File: src/rtl/rgbk_pkg.sv
// Shared constants for the RGB to CMYK converter.
// Assumes three colour channels of equal width.
package rgbk_pkg;
    localparam int CHAN_W  = 8;
    localparam int N_CHAN  = 3;
    localparam int LATENCY = 3;
endpackage

File: src/rtl/rgbk_invert.sv
// Stage 1: inverts every channel against full scale (all ones).
// Assumes channels are unsigned; loads only on a valid beat.
module rgbk_invert #(
    parameter int W = 8,
    parameter int N = 3
) (
    input  logic                clk,
    input  logic                rst_n,
    input  logic                in_valid,
    input  logic [N-1:0][W-1:0] in_chan,
    output logic                out_valid,
    output logic [N-1:0][W-1:0] out_comp
);
    localparam logic [W-1:0] FULL = '1;

    // Valid bit follows the input strobe by one cycle.
    always_ff @(posedge clk) begin
        if (!rst_n) out_valid <= 1'b0;
        else        out_valid <= in_valid;
    end

    for (genvar i = 0; i < N; i++) begin : g_inv
        // Registers the inverted value of channel i.
        always_ff @(posedge clk) begin
            if (!rst_n)        out_comp[i] <= '0;
            else if (in_valid) out_comp[i] <= FULL - in_chan[i];
        end

        // inverted value and the source channel add up to full scale.
        a_r1_complement: assert property (@(posedge clk) disable iff (!rst_n)
            in_valid |=> ({1'b0, out_comp[i]} + {1'b0, $past(in_chan[i])}) == {1'b0, FULL});
    end
endmodule

File: src/rtl/rgbk_minsel.sv
// Stage 2: picks the smallest inverted channel as black and
// forwards the inverted channels alongside it.
module rgbk_minsel #(
    parameter int W = 8,
    parameter int N = 3
) (
    input  logic                clk,
    input  logic                rst_n,
    input  logic                in_valid,
    input  logic [N-1:0][W-1:0] in_comp,
    output logic                out_valid,
    output logic [N-1:0][W-1:0] out_comp,
    output logic [W-1:0]        out_black
);
    logic [W-1:0] min_c;
    logic [N-1:0] hit;

    // Linear scan for the minimum of the inverted channels.
    always_comb begin
        min_c = in_comp[0];
        for (int i = 1; i < N; i++) begin
            if (in_comp[i] < min_c) min_c = in_comp[i];
        end
    end

    // Registers the valid bit, the forwarded channels and black.
    always_ff @(posedge clk) begin
        if (!rst_n) begin
            out_valid <= 1'b0;
            out_comp  <= '0;
            out_black <= '0;
        end else begin
            out_valid <= in_valid;
            if (in_valid) begin
                out_comp  <= in_comp;
                out_black <= min_c;
            end
        end
    end

    // Marks which forwarded channels equal black (assertion support).
    always_comb begin
        for (int i = 0; i < N; i++) hit[i] = (out_black == out_comp[i]);
    end

    // black is one of the channels of the same pixel.
    a_r2_black_member: assert property (@(posedge clk) disable iff (!rst_n)
        out_valid |-> (|hit));

    for (genvar i = 0; i < N; i++) begin : g_chk
        // black does not exceed any channel.
        a_r2_black_min: assert property (@(posedge clk) disable iff (!rst_n)
            out_valid |-> out_black <= out_comp[i]);
    end
endmodule

File: src/rtl/rgbk_subtract.sv
// Stage 3: removes black from each inverted channel.
// Assumes the incoming black never exceeds any channel.
module rgbk_subtract #(
    parameter int W = 8,
    parameter int N = 3
) (
    input  logic                clk,
    input  logic                rst_n,
    input  logic                in_valid,
    input  logic [N-1:0][W-1:0] in_comp,
    input  logic [W-1:0]        in_black,
    output logic                out_valid,
    output logic [N-1:0][W-1:0] out_ink,
    output logic [W-1:0]        out_black
);
    logic [N-1:0] ink_zero;

    // Valid bit and black pass through one register.
    always_ff @(posedge clk) begin
        if (!rst_n) begin
            out_valid <= 1'b0;
            out_black <= '0;
        end else begin
            out_valid <= in_valid;
            if (in_valid) out_black <= in_black;
        end
    end

    for (genvar i = 0; i < N; i++) begin : g_sub
        // Registers channel i minus black.
        always_ff @(posedge clk) begin
            if (!rst_n)        out_ink[i] <= '0;
            else if (in_valid) out_ink[i] <= in_comp[i] - in_black;
        end

        // the subtraction never borrows.
        a_r8_no_underflow: assert property (@(posedge clk) disable iff (!rst_n)
            in_valid |-> in_black <= in_comp[i]);
    end

    // Flags zero ink channels (assertion support).
    always_comb begin
        for (int i = 0; i < N; i++) ink_zero[i] = (out_ink[i] == '0);
    end

    // at least one coloured ink is zero on every result.
    a_r4_one_zero: assert property (@(posedge clk) disable iff (!rst_n)
        out_valid |-> (|ink_zero));

    // an idle beat leaves the results untouched.
    a_r9_hold: assert property (@(posedge clk) disable iff (!rst_n)
        !in_valid |=> ($stable(out_ink) && $stable(out_black)));
endmodule

File: src/rtl/rgb2cmyk_conv.sv
// Top: three-stage RGB to CMYK pipeline (invert, minimum, subtract).
// One pixel per cycle, fixed latency of three cycles, no back-pressure.
module rgb2cmyk_conv #(
    parameter int CW = rgbk_pkg::CHAN_W
) (
    input  logic          clk,
    input  logic          rst_n,
    input  logic          in_valid,
    input  logic [CW-1:0] in_red,
    input  logic [CW-1:0] in_green,
    input  logic [CW-1:0] in_blue,
    output logic          out_valid,
    output logic [CW-1:0] out_cyan,
    output logic [CW-1:0] out_magenta,
    output logic [CW-1:0] out_yellow,
    output logic [CW-1:0] out_black
);
    localparam int NC = rgbk_pkg::N_CHAN;

    logic [NC-1:0][CW-1:0] chan, comp1, comp2, ink;
    logic                  v1, v2;
    logic [CW-1:0]         blk2;
    logic [1:0]            age;

    // Gathers the channels; index 0 red, 1 green, 2 blue.
    always_comb begin
        chan[0] = in_red;
        chan[1] = in_green;
        chan[2] = in_blue;
    end

    rgbk_invert #(.W(CW), .N(NC)) u_inv (
        .clk(clk), .rst_n(rst_n), .in_valid(in_valid), .in_chan(chan),
        .out_valid(v1), .out_comp(comp1)
    );

    rgbk_minsel #(.W(CW), .N(NC)) u_min (
        .clk(clk), .rst_n(rst_n), .in_valid(v1), .in_comp(comp1),
        .out_valid(v2), .out_comp(comp2), .out_black(blk2)
    );

    rgbk_subtract #(.W(CW), .N(NC)) u_sub (
        .clk(clk), .rst_n(rst_n), .in_valid(v2), .in_comp(comp2),
        .in_black(blk2), .out_valid(out_valid), .out_ink(ink),
        .out_black(out_black)
    );

    // Maps ink channels to the named outputs.
    always_comb begin
        out_cyan    = ink[0];
        out_magenta = ink[1];
        out_yellow  = ink[2];
    end

    // Counts cycles since reset, saturating at the latency (assertion support).
    always_ff @(posedge clk) begin
        if (!rst_n)        age <= '0;
        else if (age != 3) age <= age + 2'd1;
    end

    // the output strobe is the input strobe three cycles late.
    a_r5_latency: assert property (@(posedge clk) disable iff (!rst_n)
        (age == 3) |-> out_valid == $past(in_valid, 3));

    // reset clears the strobe and all outputs.
    a_r6_reset: assert property (@(posedge clk)
        !rst_n |=> (!out_valid && out_cyan == '0 && out_magenta == '0 &&
                    out_yellow == '0 && out_black == '0));
endmodule

File: config.mk
export PLATFORM = sky130hd
export DESIGN_NAME = rgb2cmyk_conv
export DESIGN_NICKNAME = d
export VERILOG_FILES = /design/src/rtl/rgbk_pkg.sv /design/src/rtl/rgbk_invert.sv /design/src/rtl/rgbk_minsel.sv /design/src/rtl/rgbk_subtract.sv /design/src/rtl/rgb2cmyk_conv.sv
export SDC_FILE = /design/constraint.sdc
export NUM_CORES = 1
export LEC_CHECK = 0
export BUFFER_PORTS_ARGS = -buffer_cell sky130_fd_sc_hd__buf_2
export CORE_MARGIN = 1
export CORE_UTILIZATION = 40
export CTS_CLUSTER_DIAMETER = 120
export CTS_CLUSTER_SIZE = 24
export DETAILED_ROUTE_END_ITERATION = 12
export PLACE_DENSITY_LB_ADDON = 0.2
export SYNTH_ARGS = -nofsm -noshare
export SYNTH_HDL_FRONTEND = slang
export SYNTH_SLANG_ARGS = --single-unit
File: constraint.sdc
create_clock -name clk -period 8.6 [get_ports clk]
set_clock_uncertainty 0.15 [all_clocks]
set_input_delay 1.72 -clock clk [delete_from_list [all_inputs] [get_ports clk]]
set_output_delay 1.72 -clock clk [all_outputs]
set_load 0.05 [all_outputs]
Word level (Yosys, flattened, before mapping). Index checks and enable logic that the tools add are counted.

Add/subtract/negate cells: 6. Multipliers: 0. Divide/modulo/power cells: 0. Order comparisons: 2. Equality and inequality tests: 0. Shift-type cells: 0. Muxes and demuxes: 2. Bitwise logic cells: 0. Reduce and logical (&&, ||, !) cells: 0.

Operators with widths (number): $sub A8 B8 Y8 (3); $sub A8 B8 Y8 const A (3); $lt A8 B8 Y1 (2); $mux W8 (2).

Register bits: 91. Latch bits: 0. Memory bits (writable): 0. ROM bits: 0. Bits of input ports: 27. Memories: 0.

Depth between registers and ports, before layout.
Depth after elaboration: 4. Mapped depth: 16. Depth with buffers taken out: 13.

Modules after synthesis. A second synthesis with hierarchy kept.

Cell total of the unflattened synthesis: 529. Area, all modules: 4839.6 um2.

By module, submodules not included: rgbk_subtract (times used 1, cells each 257, area an instance 2137.0 um2); rgbk_minsel (times used 1, cells each 190, area an instance 1816.7 um2); rgbk_invert (times used 1, cells each 82, area an instance 885.8 um2).

Worst setup path before layout. OpenSTA, ideal clock, no wires.

Path type: reg2reg. From: register u_inv.out_comp[6] in the netlist's numbering. To: register u_min.out_black[1]. Library setup time: 136 ps. Arrival time: 3150 ps. Setup slack: 5165 ps. Cell stages (with the launch flop): 15. Clock period less this slack: 3435 ps. Cell sequence: dfxtp_1 > inv_1 > ha_1 > nand4_1 > o31ai_2 > buf_6 > mux2i_1 > ha_1 > a41o_1 > a221oi_2 > nand3_1 > mux2i_4 > or2_1 > buf_6 > o311ai_2.

Longest elaborated chain between the ends: 4.

RTL lines: start: declaration (RTL line rgbk_invert.sv:12) `output logic [N-1:0][W-1:0] out_comp`; start signal: indexed assignment (RTL line rgbk_invert.sv:26) `else if (in_valid) out_comp[i] <= FULL - in_chan[i];`; $lt A8 B8 Y1 (RTL line rgbk_minsel.sv:22) `if (in_comp[i] < min_c) min_c = in_comp[i];`; $mux W8 (*) (RTL line rgbk_minsel.sv:22); $lt A8 B8 Y1 (RTL line rgbk_minsel.sv:22); $mux W8 (*) (RTL line rgbk_minsel.sv:22); end signal: assignment (RTL line rgbk_minsel.sv:36) `out_black <= min_c;`; end: declaration (RTL line rgbk_minsel.sv:13) `output logic [W-1:0] out_black`.

Every way passes the cells marked *; elsewhere a longest branch is shown, timed or not. A chain may end at the register's enable or synchronous reset.

Final worst setup path.
From: register u_inv.out_comp[6] in the netlist's numbering. To: register u_min.out_black[5].

Same word-level chain as after synthesis.

==> impl_summary.md <==
Worst setup path
The critical path depth is 12. The flop-to-flop setup slack is 4090 ps. The worst register-to-register path begins at u_inv.out_comp[6]. The cell occurring most often along the worst timing path is sky130_fd_sc_hd__ha_1. At the worst endpoint, the arrival time is 4580 ps. The kind of cell with the highest combined delay on the critical path is compound AO/OA/AOI/OAI gates. For the worst flop-to-flop path, the logic depth is 12. Data on the critical path is required at its endpoint by 8670 ps. In this run the worst setup path begins at u_inv.out_comp[6]. The number of buffers and inverters on the critical path is 1.

The endpoint of the most critical register-to-register path is u_min.out_black[5]. The worst setup path is launched from a flip-flop. The signal on the critical path passes through inv_1, ha_1, nand4_1, o31ai_2, mux2i_1, ha_1, a41o_1, a221oi_2, nand3_1, mux2i_4, or2_1, o311ai_2. The critical path is of the flip-flop to flip-flop type. The kind of end point of the critical path is a flip-flop. The endpoint of the worst setup timing path is u_min.out_black[5]. The largest single stage delay on the critical path is 980 ps. The highest net fanout along the worst path is 10. The cell with the largest stage delay on the worst path is sky130_fd_sc_hd__o31ai_2.

Route
The remaining design rule violation count is 0. The detailed router placed 3,608 vias in this run. The number of nets still failing antenna checks after routing is 0. The detailed-route vias per instance is 5.31. For this block, the initial DRC count from the detailed router was 174. The number of detailed-route iterations in the first pass is 4. The final layout contains routed wiring with a total length of 10,400 um. The detailed-route wire length per cell is 15.3 um.

Synthesis
The share of flip-flops with an asynchronous set or reset is 0. The synthesis warning total is 0. The dominant synthesized flop cell is sky130_fd_sc_hd__dfxtp_1. When the netlist entered floorplanning its net count stood at 554. Among all cell types in the netlist, the one instantiated most often is sky130_fd_sc_hd__dfxtp_1. After synthesis the cells add up to 0.00474 mm^2. Ranked by instance count, the synthesized netlist is headed by sky130_fd_sc_hd__dfxtp_1, sky130_fd_sc_hd__nor2b_1, sky130_fd_sc_hd__mux2i_1, sky130_fd_sc_hd__nand2_1, sky130_fd_sc_hd__ha_1. Of the post-synthesis cell area, the dominant cell type holds 0.384.

Synthesis produced 489 cells. In this run the mean area of a mapped cell was 9.70 um^2. The biggest area contributor in the post-synthesis netlist is sky130_fd_sc_hd__dfxtp_1.

Counting flops and latches in the post-synthesis netlist gives 91. In this run, distinct cell masters in the synthesized netlist total 42. Yosys attributes the largest share of cell area to sky130_fd_sc_hd__dfxtp_1, sky130_fd_sc_hd__ha_1, sky130_fd_sc_hd__mux2i_1. The number of flops mapped to enable cells by yosys is 0. The sequential cell area fraction in the yosys report is 0.384.

Floorplan
The die is 111 um wide. The top-level port count is 60. After floorplanning, the core was sized to cover 0.0115 mm^2. Row generation in the floorplan step produced 39 rows. The floorplan die area is 0.0123 mm^2. The floorplan step set the die height to 111 um. For this configuration, the core starts out at a cell density of 0.414.

Outcome
The run finished with clean final reports.

Finish
Once layout is complete, the utilization of the core stands at 0.470. The final net count is 597. After filler insertion, the fill cell instance count of the layout stands at 1,104. The repair_antennas step left the layout with diodes totalling 0. The area growth from synthesis to layout is 13.6%. The share of post-route cells with drive strength above 1 is 0.162. With fillers left out, the area of the finished cells amounts to 0.00539 mm^2. The final cell count without fillers is 679.

Timing
Once routing completed, OpenROAD measured the worst setup slack at 4090 ps. The fraction of the cycle the final worst path needs is 0.525. Setup violations remaining at the end of the flow were counted as 0. On the final layout, the worst hold slack is 326 ps. The final-layout setup total negative slack is 0 ps.

The worst pin sits at a relative slew slack of 0.232. For this run, the top clock speed supported by timing is 222 MHz. The number of max-slew violations in the final report is 0. The slew at the pin with the worst max-slew slack is 1140 ps.

Setup repair after global routing left no endpoint under its margin. The minimum clock period is 4510 ps. The hold violation count in the final report came to 0.

Place
At the placement stage, the worst setup path has a slack of 4070 ps. The HPWL after detailed placement is 7620 um. Once placement finished, the instance area stood at 0.00511 mm^2. The count of buffers added on input and output ports is 59. The congestion estimate from routability-driven global placement came to 0.803. Once placement completed, the tool counted placed cells totaling 664.

GRT
The overall overflow remaining after global route is 0. The all-layer global routing usage is 0.178. The largest net degree at the start of global routing is 99. The wire length of the first global-routing pass is 17,400 um. The via count of the first global-routing pass is 3,480.

The number of antenna violations at the first check in global routing is 0.

Clocking
The clock reaches the later pin of the worst-skew pair after 350 ps. The clock root buffer is sky130_fd_sc_hd__clkbuf_16. The number of buffers added by the clock tree synthesis step is 9.

The number of sinks handled by clock tree synthesis is 91. The clock transition at the registers of the reported paths is 60 ps. Gates resized during post-CTS repair numbered 0. In this run the post-CTS setup repair buffer count came out at 0. The H-tree depth reported by CTS is 3.

The quantity of hold-fixing buffers added after cts is 0. TritonCTS built the clock tree. No sink is reached through more buffers than the 2 on the longest clock path.

Flow run
Max-cap violations in this run came to 0.

Pwr
IR analysis of the VDD net gives a maximum drop of 0.140 mV. The design draws 1.08 mW. Power spread over the standard cell area amounts to 200 mW/mm^2.

The leakage dissipation is 2.36 nW.

Hold path
The tightest min-delay check is of the flip-flop to flip-flop type.
[how the worst min path moves through the flow]
stage,startpoint,end,slack (ps),cells after the start
after floorplan,u_min.out_comp[0],u_min.out_comp[0],330,2
after global placement,u_sub.out_ink[16],u_sub.out_ink[16],310,1
after detailed placement,u_sub.out_ink[17],u_sub.out_ink[17],320,1
after CTS,u_sub.out_ink[17],u_sub.out_ink[17],330,1
after global routing,u_sub.out_ink[8],u_sub.out_ink[8],350,1
final,u_sub.out_ink[17],u_sub.out_ink[17],330,1
[final cells by class]
type                       instances  area, um^2  area share
clock buffer                      12         236      0.0439
clock inverter                     3        40.0     0.00743
inverter                          29         109      0.0202
multi-input combinational        339        2690       0.498
sequential                        91        1820       0.338
tap                              143         179      0.0332
timing repair buffer              62         318      0.0590
[cell families after synthesis]
| logic type | after synthesis | share of synthesized area |
|---|---|---|
| simple gates | 143 | 0.161 |
| compound gates | 113 | 0.204 |
| flops | 91 | 0.384 |
| buf+inv | 59 | 0.0498 |
| mux | 41 | 0.0891 |
| fa+ha+maj | 38 | 0.105 |
| xor+xnor | 4 | 0.00738 |
[flip-flops by register name, summed over array words and instances (netlist names)]
name	flops
u_inv.out_comp	24
u_min.out_comp	24
u_sub.out_ink	24
u_min.out_black	8
u_sub.out_black	8
u_inv.out_valid	1
u_min.out_valid	1
u_sub.out_valid	1
[routing by layer]
layer / track usage / share of wire / wire length [um]
met1: 0.253 / 0.53 / 5500
met5: 0 / 0 / 0
met3: 0.0339 / 0.032 / 336
met4: 0.0720 / 0.017 / 179
met2: 0.263 / 0.42 / 4370
[report_power, final]
group	switching (mW)	total, mW	internal [mW]
Sequential	0.0232	0.466	0.443
Combinational	0.134	0.228	0.0934
Clock	0.159	0.382	0.223
Total	0.317	1.08	0.760
[layout by cell type, fill, tap and decap left out, types with 13 or more instances in the layout]
cell                      count
sky130_fd_sc_hd__buf_2       59
sky130_fd_sc_hd__nand2_1     38
sky130_fd_sc_hd__ha_1        35
sky130_fd_sc_hd__nand3_1     13
sky130_fd_sc_hd__mux2i_1     40
sky130_fd_sc_hd__dfxtp_1     91
sky130_fd_sc_hd__nor3_1      18
sky130_fd_sc_hd__nor2b_1     49
sky130_fd_sc_hd__o211a_1     30
sky130_fd_sc_hd__inv_1       28
sky130_fd_sc_hd__o21a_1      16
[worst register-to-register path, delay by kind of cell, from the launching register on]
kind,cells,cell delay [ps]
fa+ha+maj,2,640
mux,2,660
buf+inv,1,60
simple gates,3,690
compound gates,4,1790
flops,1,390
Power figures use the tool's default switching activity.
